### src/rtl/lpm_clk_ctrl.sv
module lpm_clk_ctrl #(
  parameter int N_SRC    = 4,
  parameter int N_PERIPH = 8,
  parameter int N_EXT    = 4,
  parameter int PIN_IDX  = 0,
  parameter int SEL_W    = $clog2(N_SRC)
) (
  input  logic                clk,
  input  logic                rst_n,
  input  logic                mode_req_valid,
  input  logic [1:0]          mode_req,
  input  logic [SEL_W-1:0]    sys_sel_cfg,
  input  logic [N_SRC-1:0]    src_running,
  input  logic [N_SRC-1:0]    osc_en_cfg,
  input  logic [N_PERIPH-1:0] periph_lp_en,
  input  logic [N_EXT-1:0]    ext_irq,
  input  logic [N_EXT-1:0]    ext_irq_mask,
  input  logic [N_PERIPH-1:0] periph_irq,
  input  logic                nmi_en_set,
  input  logic                nmi,
  output logic [SEL_W-1:0]    sys_sel,
  output logic [N_SRC-1:0]    osc_en,
  output logic [N_PERIPH-1:0] periph_clk_en,
  output logic [1:0]          mode
);

  localparam logic [N_PERIPH-1:0] PIN_MASK = N_PERIPH'(1) << PIN_IDX;
  localparam logic [N_SRC-1:0]    IRC_MASK = N_SRC'(1);

  typedef enum logic [1:0] {S_RUN = 2'd0, S_HALT = 2'd1, S_STOP = 2'd2, S_WAKE = 2'd3} state_t;

  state_t           state_q;
  logic [SEL_W-1:0] sel_q, saved_q;
  logic             nmi_arm_q;
  logic             low_pwr, wake, saved_ok;
  logic [N_SRC-1:0] sel_oh, saved_oh;

  assign low_pwr       = (state_q == S_HALT) || (state_q == S_STOP);
  assign periph_clk_en = low_pwr ? (periph_lp_en | PIN_MASK) : '1;
  assign wake          = |(ext_irq & ~ext_irq_mask) | |(periph_irq & periph_clk_en) | (nmi & nmi_arm_q);
  assign saved_ok      = src_running[saved_q];
  assign sel_oh        = N_SRC'(1) << sel_q;
  assign saved_oh      = N_SRC'(1) << saved_q;
  assign osc_en        = (state_q == S_RUN) ? osc_en_cfg :
                         (osc_en_cfg | IRC_MASK | sel_oh | ((state_q == S_WAKE) ? saved_oh : '0));
  assign mode          = (state_q == S_WAKE) ? 2'd0 : 2'(state_q);
  assign sys_sel       = sel_q;

  always_ff @(posedge clk or negedge rst_n) begin
    if (!rst_n) begin
      state_q   <= S_RUN;
      sel_q     <= '0;
      saved_q   <= '0;
      nmi_arm_q <= 1'b0;
    end else begin
      nmi_arm_q <= nmi_arm_q | nmi_en_set;
      case (state_q)
        S_RUN: begin
          sel_q <= sys_sel_cfg;
          if (mode_req_valid && mode_req == 2'd1) begin
            state_q <= S_HALT;
          end else if (mode_req_valid && mode_req == 2'd2) begin
            state_q <= S_STOP;
            saved_q <= sel_q;
            sel_q   <= '0;
          end
        end
        S_HALT: begin
          if (src_running[sys_sel_cfg]) sel_q <= sys_sel_cfg;
          if (wake) state_q <= S_RUN;
        end
        S_STOP: begin
          if (wake) begin
            if (saved_ok) begin
              state_q <= S_RUN;
              sel_q   <= saved_q;
            end else begin
              state_q <= S_WAKE;
            end
          end
        end
        default: begin
          if (saved_ok) begin
            state_q <= S_RUN;
            sel_q   <= saved_q;
          end
        end
      endcase
    end
  end

  AST_STOP_ON_IRC: assert property (@(posedge clk) disable iff (!rst_n)
    (mode == 2'd2) |-> (sys_sel == '0));

  AST_IRC_KEPT: assert property (@(posedge clk) disable iff (!rst_n)
    (mode != 2'd0) |-> osc_en[0]);

  AST_PIN_CLK_ON: assert property (@(posedge clk) disable iff (!rst_n)
    periph_clk_en[PIN_IDX]);

  AST_HALT_NO_DEAD_SEL: assert property (@(posedge clk) disable iff (!rst_n)
    (state_q == S_HALT && !src_running[sys_sel_cfg]) |=> (sys_sel == $past(sys_sel)));

  AST_NMI_STICKY: assert property (@(posedge clk) disable iff (!rst_n)
    nmi_arm_q |=> nmi_arm_q);

  AST_WAIT_ON_IRC: assert property (@(posedge clk) disable iff (!rst_n)
    (state_q == S_WAKE) |-> (sys_sel == '0 && mode == 2'd0 && osc_en[saved_q]));

  AST_LP_IGNORES_REQ: assert property (@(posedge clk) disable iff (!rst_n)
    (state_q == S_STOP && !wake) |=> (state_q == S_STOP));

endmodule

### config.mk
export PLATFORM = sky130hd
export DESIGN_NAME = lpm_clk_ctrl
export DESIGN_NICKNAME = d
export VERILOG_FILES = /design/src/rtl/lpm_clk_ctrl.sv
export SDC_FILE = /design/constraint.sdc
export NUM_CORES = 1
export LEC_CHECK = 0
export ABC_CLOCK_PERIOD_IN_PS = 1700
export BUFFER_PORTS_ARGS = -buffer_cell sky130_fd_sc_hd__buf_2
export CAP_MARGIN = 20
export CORE_MARGIN = 1
export CORE_UTILIZATION = 35
export CTS_CLUSTER_SIZE = 40
export DETAILED_ROUTE_END_ITERATION = 7
export PLACE_DENSITY = 0.76
export RECOVER_POWER = 50
export SLEW_MARGIN = 0
export SYNTH_ARGS = -nofsm -noshare
export SYNTH_HDL_FRONTEND = slang
export SYNTH_SLANG_ARGS = --single-unit
export TNS_END_PERCENT = 1
### constraint.sdc
create_clock -name clk -period 1.7 [get_ports clk]
set_input_delay 0.085 -clock clk [delete_from_list [all_inputs] [get_ports clk]]
set_output_delay 0.085 -clock clk [all_outputs]
set_load 0.1 [all_outputs]
After elaboration in Yosys (flattened, before gate mapping). Cells that the tools add are included.

Word-level logic and storage cells: 58. Bits in registers: 7.

Order comparisons: 2. Bitwise gates (word level): 10. Mux-type cells: 21. Shift-type cells: 2. Reduce and logical (&&, ||, !) cells: 10. Equality and inequality tests: 9.

Operators by type and width (number): $mux W2 (12); $pmux W2 S3 (2); $and A8 B8 Y8 (1); $mux W4 (2); $mux W8 (1); $or A4 B4 Y4 (2); $reduce_or A8 Y1 (1); $shl A1 B2 Y4 const A (2); $eq A2 B2 Y1 const B (3); $lt A2 B3 Y1 const B (2); $and A4 B4 Y4 (1); $bmux W1 S2 (2); $eq A2 B1 Y1 const B (2); $ne A2 B2 Y1 const B (2); $not A4 Y4 (1); $reduce_and A4 Y1 (1); $reduce_bool A4 Y1 (1); $reduce_or A4 Y1 (1); $ne A3 B1 Y1 const B (1); $or A1 B1 Y1 (3); $reduce_and A3 Y1 (1); $logic_and A1 B1 Y1 (2); $logic_not A2 Y1 (1); $mux W1 (2); other kinds (5) (5).

Longest topological paths before layout.
Word-level depth: 9. Depth in mapped cells: 7.

Worst setup path before layout. No wires, ideal clock.

Path type: flip-flop to output port. Start: register sel_q[1] (netlist: sys_sel[1]). End: output port osc_en[3]. Buffers on the path: 0. Data required time: 1.615 ns. Slack: -0.885 ns. Stages on the path, launching flop included: 3. Arrival time: 2.500 ns. Cells stage by stage: dfrtp_1 -> a32oi_1 -> o21bai_1.

Longest elaborated chain between the ends: 4.

RTL lines: start: declaration (line 33) `logic [SEL_W-1:0] sel_q, saved_q;`; start signal: assignment (line 59) `sel_q <= sys_sel_cfg;`; start signal: assignment (line 69) `if (src_running[sys_sel_cfg]) sel_q <= sys_sel_cfg;`; start signal: assignment (line 76) `sel_q <= saved_q;`; $shl A1 B2 Y4 (line 42) `assign sel_oh = N_SRC'(1) << sel_q;`; $or A4 B4 Y4 (2 in a row) (line 45) `(osc_en_cfg | IRC_MASK | sel_oh | ((state_q == S_WAKE) ? saved_oh : '0));`; $mux W4 (line 44) `assign osc_en = (state_q == S_RUN) ? osc_en_cfg :`; end: declaration (line 22) `output logic [N_SRC-1:0] osc_en,`.

No other way between the ends.

Final worst setup path.
Start: register state_q[0]. End: output port osc_en[2].

Longest elaborated chain between the ends: 4. Elaborated cells between the ends (all ways): 5. Those cells by class: 1 x eq/ne; 2 x mux; 1 x bitwise; 1 x reduce/logical.

RTL lines: start: declaration (line 32) `state_t state_q;`; start signal: assignment (line 51) `state_q <= S_RUN;`; start signal: assignment (line 61) `state_q <= S_HALT;`; start signal: assignment (line 63) `state_q <= S_STOP;`; $eq A2 B2 Y1 (line 45); $mux W4 (line 45); $or A4 B4 Y4 (line 45); $mux W4 (*) (line 44).

Mark *: on every way between the ends. The rest lies on a longest branch, timed or not.

==> implementation parameters <==
Parameter                              Value

Outcome
  Run status ... finished clean

Floorplan
  CORE AREA ... just under 2000 µm²
  Die Height ... 47.9 µm
  Row count ... 16
  Starting density of the core ... between 30% and 40%
  Count of boundary I/O pins ... between 50 and 60
  Full die area ... ~2300 µm²
  Die Span X ... 47.9 µm

Timing
  Fin crit period ... approximately 1600 ps
  Worst relative slew slack ... between 60 and 70%
  Setup clock skew after layout ... ~1.0 ps
  Unrepaired setup endpoints after global routing ... no
  Setup TNS ... 0 ps
  Transition time at the pin with the least slew margin ... 540 ps
  Final hold violation count ... 0
  Final worst path period share ... a little over nine tenths
  Count of endpoints failing setup in the final report ... 0
  Least setup slack across all paths after layout ... ~65 ps
  Final slew viol count ... 0
  Highest attainable clock frequency ... just over 600 MHz

Pwr
  Leakage power figure ... between 0.0006 and 0.0007 µW
  Maximum ir drop on the vdd rail ... about 1.5 mV
  Power per cell area ... ~2200 nW/µm²

Logic synthesis
  Cell accounting for the most synthesized area ... sky130_fd_sc_hd__dfrtp_1
  Total number of yosys warnings ... 0
  Yosys reg bits ... 7
  Biggest area contributors in the synthesized netlist ... sky130_fd_sc_hd__dfrtp_1 (24%), sky130_fd_sc_hd__ha_1 (6.8%), sky130_fd_sc_hd__nand2b_1 (6.8%)
  Predominant post-synthesis flop cell ... sky130_fd_sc_hd__dfrtp_1
  Top cell types by occurrence after synthesis ... sky130_fd_sc_hd__nand2_1 (8), sky130_fd_sc_hd__nand2b_1 (8), sky130_fd_sc_hd__dfrtp_1 (7), sky130_fd_sc_hd__inv_1 (7), sky130_fd_sc_hd__o21ai_0 (5)
  Share of synthesized area occupied by flip-flops and latches ... roughly a quarter
  Post-synthesis cell type count ... 35
  Net count of the mapped netlist ... approximately 130
  Count of flip-flops with a built-in enable after synthesis ... 0
  Average instance area after synthesis ... slightly below 9 µm²
  Instance count of the mapped netlist ... between 80 and 90
  Netlist area before placement ... approximately 740 µm²
  Share of flip-flops with an asynchronous set or reset ... 100%
  Proportion of netlist area held by the largest area contributor ... 23.8%

Placement
  Global placement routability congestion ... about 0.87
  Post-place setup slack ... 37.8 ps
  Total of buffers placed on input and output ports ... 54
  Post-DP HPWL ... between 2000 and 2500 µm

Drt
  Initial DRC Count ... 15
  Per-cell via count in the routed design ... 5.18
  Number of nets with antenna violations after routing ... 0
  Total via count after detailed routing ... approximately 900
  Router iterations before antenna repair ... 4
  Total Wirelength ... 2290 µm
  Average routed wire per standard cell ... between 10 and 15 µm
  Post-route DRC ... 0

Hold path
  Hold path start ... nmi_en_set
  Worst Hold Class ... in2reg
  Depth of the worst hold-timing path ... 2
  Hold-critical path endpoint ... nmi_arm_q$_DFF_PN0_

GRT
  Antenna violations before repair ... 0
  Maximum number of pins on one net before global-route repair ... 8
  Leftover overflow at the end of global routing ... 0
  Total global routing track utilization ... between 20% and 30%
  Number of global-route vias before repair ... 876
  Wire length of the first global-routing pass ... between 3000 and 4000 µm

Clock tree
  Bufs on Longest Clock Path ... 2
  Clock tree from TritonCTS ... done
  Postcts setup bufs ... 0
  Worst skew pair latency ... approximately 260 ps
  Clock Root Buffer ... sky130_fd_sc_hd__clkbuf_4
  Clock buffer count from CTS ... 3
  H-tree levels ... 1
  Sinks on the clock net ... 7
  Clock transition time at the flip-flop clock pins of the worst setup and hold paths ... about 60 ps

Critical path
  Path type of the worst setup path ... reg2out
  Critical path arrival ... 1550 ps
  Crit-path max cell delay ... about 380 ps
  Required time at the endpoint of the critical path ... about 1600 ps
  Cell type of the slowest stage on the worst timing path ... sky130_fd_sc_hd__dfrtp_1
  Maximum fanout along the worst path ... 3
  Kind of capture point of the worst setup path ... primary output
  CP top delay family ... flip-flops
  Reg2Reg Capture Point ... state_q[1]$_DFFE_PN0P_
  R2r setup slk ... 110 ps
  Category of the worst setup path launch point ... flop
  R2r startpoint ... saved_q[1]$_DFFE_PN0P_
  Critical-path cell list ... buf_4 -> ha_2 -> nand2_1 -> o22ai_1 -> a21o_2 -> buf_12
  Worst Reg2Reg Path Length in Cells ... 5
  Critical path buffer and inverter count ... 2

Final layout
  Layout net count ... between 150 and 200
  Total inserted antenna cells ... 0
  Layout overhead on the synthesized area ... 81.0%
  Layout fillers ... 182
  Share of cells above drive strength 1 ... a little over half

Flow run
  Count of max-cap constraint violations ... 0
[layout by cell type, fill, tap and decap left out, types with 2 or more instances in the layout]
cell,instances
sky130_fd_sc_hd__nor2_1,2
sky130_fd_sc_hd__clkbuf_2,3
sky130_fd_sc_hd__buf_4,8
sky130_fd_sc_hd__buf_2,40
sky130_fd_sc_hd__nand2b_1,8
sky130_fd_sc_hd__a21oi_1,3
sky130_fd_sc_hd__a22o_1,2
sky130_fd_sc_hd__a221oi_2,2
sky130_fd_sc_hd__dfrtp_2,2
sky130_fd_sc_hd__inv_1,7
sky130_fd_sc_hd__mux2_1,2
sky130_fd_sc_hd__o21ai_0,5
sky130_fd_sc_hd__nor3_1,2
sky130_fd_sc_hd__mux2i_1,4
sky130_fd_sc_hd__a22oi_1,2
sky130_fd_sc_hd__nand2_1,8
sky130_fd_sc_hd__ha_4,3
sky130_fd_sc_hd__buf_12,10
sky130_fd_sc_hd__dfrtp_1,5
sky130_fd_sc_hd__nor2b_1,2
sky130_fd_sc_hd__clkbuf_4,3
sky130_fd_sc_hd__clkbuf_1,3
[cell type report]
class	count	area (µm²)	share of cell area, %
multi-input combinational	67	577	43.2
timing repair buffer	64	493	37.0
sequential	7	178	13.3
tap	27	33.8	2.53
clock buffer	4	26.3	1.97
inverter	7	26.3	1.97
[layer usage]
layer / GRT usage (%) / vias to the layer above / wire [µm]
met5: 0 / - / 0
met4: 6.67 / 0 / 15
met3: 7.55 / 2 / 206
met2: 47.3 / 59 / 1260
met1: 20.3 / 413 / 806
li1: - / 438 / -
[worst reg2reg max path, delay by kind of cell, from the launching register on]
family          cells  cell delay, ps
mux                 3             750
flops               1             410
compound gates      2             330
[worst max path at each step]
stage	end	from	depth (start not counted)
3_5_place_dp	sys_sel[0]$_DFFE_PN0P_	ext_irq[3]	7
4_1_cts	osc_en[2]	state_q[0]$_DFFE_PN0P_	6
3_3_place_gp	state_q[1]$_DFFE_PN0P_	state_q[0]$_DFFE_PN0P_	6
5_1_grt	sys_sel[0]$_DFFE_PN0P_	nmi_arm_q$_DFF_PN0_	5
6_report	osc_en[2]	state_q[0]$_DFFE_PN0P_	6
2_1_floorplan	osc_en[3]	sys_sel[1]$_DFFE_PN0P_	2
[flip-flops by register name, summed over array words and instances (netlist names)]
name,count
nmi_arm_q,1
saved_q,2
state_q,2
sys_sel,2
[through the flow]
stage               hold WS [ps]  utilization, %  area, µm²  power [µW]  std cells
floorplan                   -211               -        769        1970         83
global placement           -78.4            65.9       1290        2770        171
detailed placement         -71.5            65.9       1290        2820        171
CTS                         22.4            67.8       1330        2990        176
global route                27.5            68.0       1330        3140        176
finish                      23.6            68.0       1330        3000        176
[power by group]
group	switching (µW)	internal, µW
sequential	51.5	238
clock	69.7	90.1
combinational	1660	889
[timing repair]
item	in CTS	in global routing
hold endpoints to repair	7	0
hold buffers	1	0
gates resized for setup	0	5
endpoints found under the setup margin	0	5
[cell families (layout without fill, tap and decap cells)]
kind of cell               count (synthesis)  in the layout  share of synthesized area (%)
and+or+nand+nor                           29             29                           22.8
AOI/OAI and AO/OA                         24             24                           26.7
buffers and inverters                      9             75                           5.26
muxes                                      8              8                           13.1
DFF                                        7              7                           23.8
adders and majority gates                  4              4                           6.79
other                                      1              1                          0.509
xor gates and xnor gates                   1              1                           1.19
(Power assumes the default switching activity.)
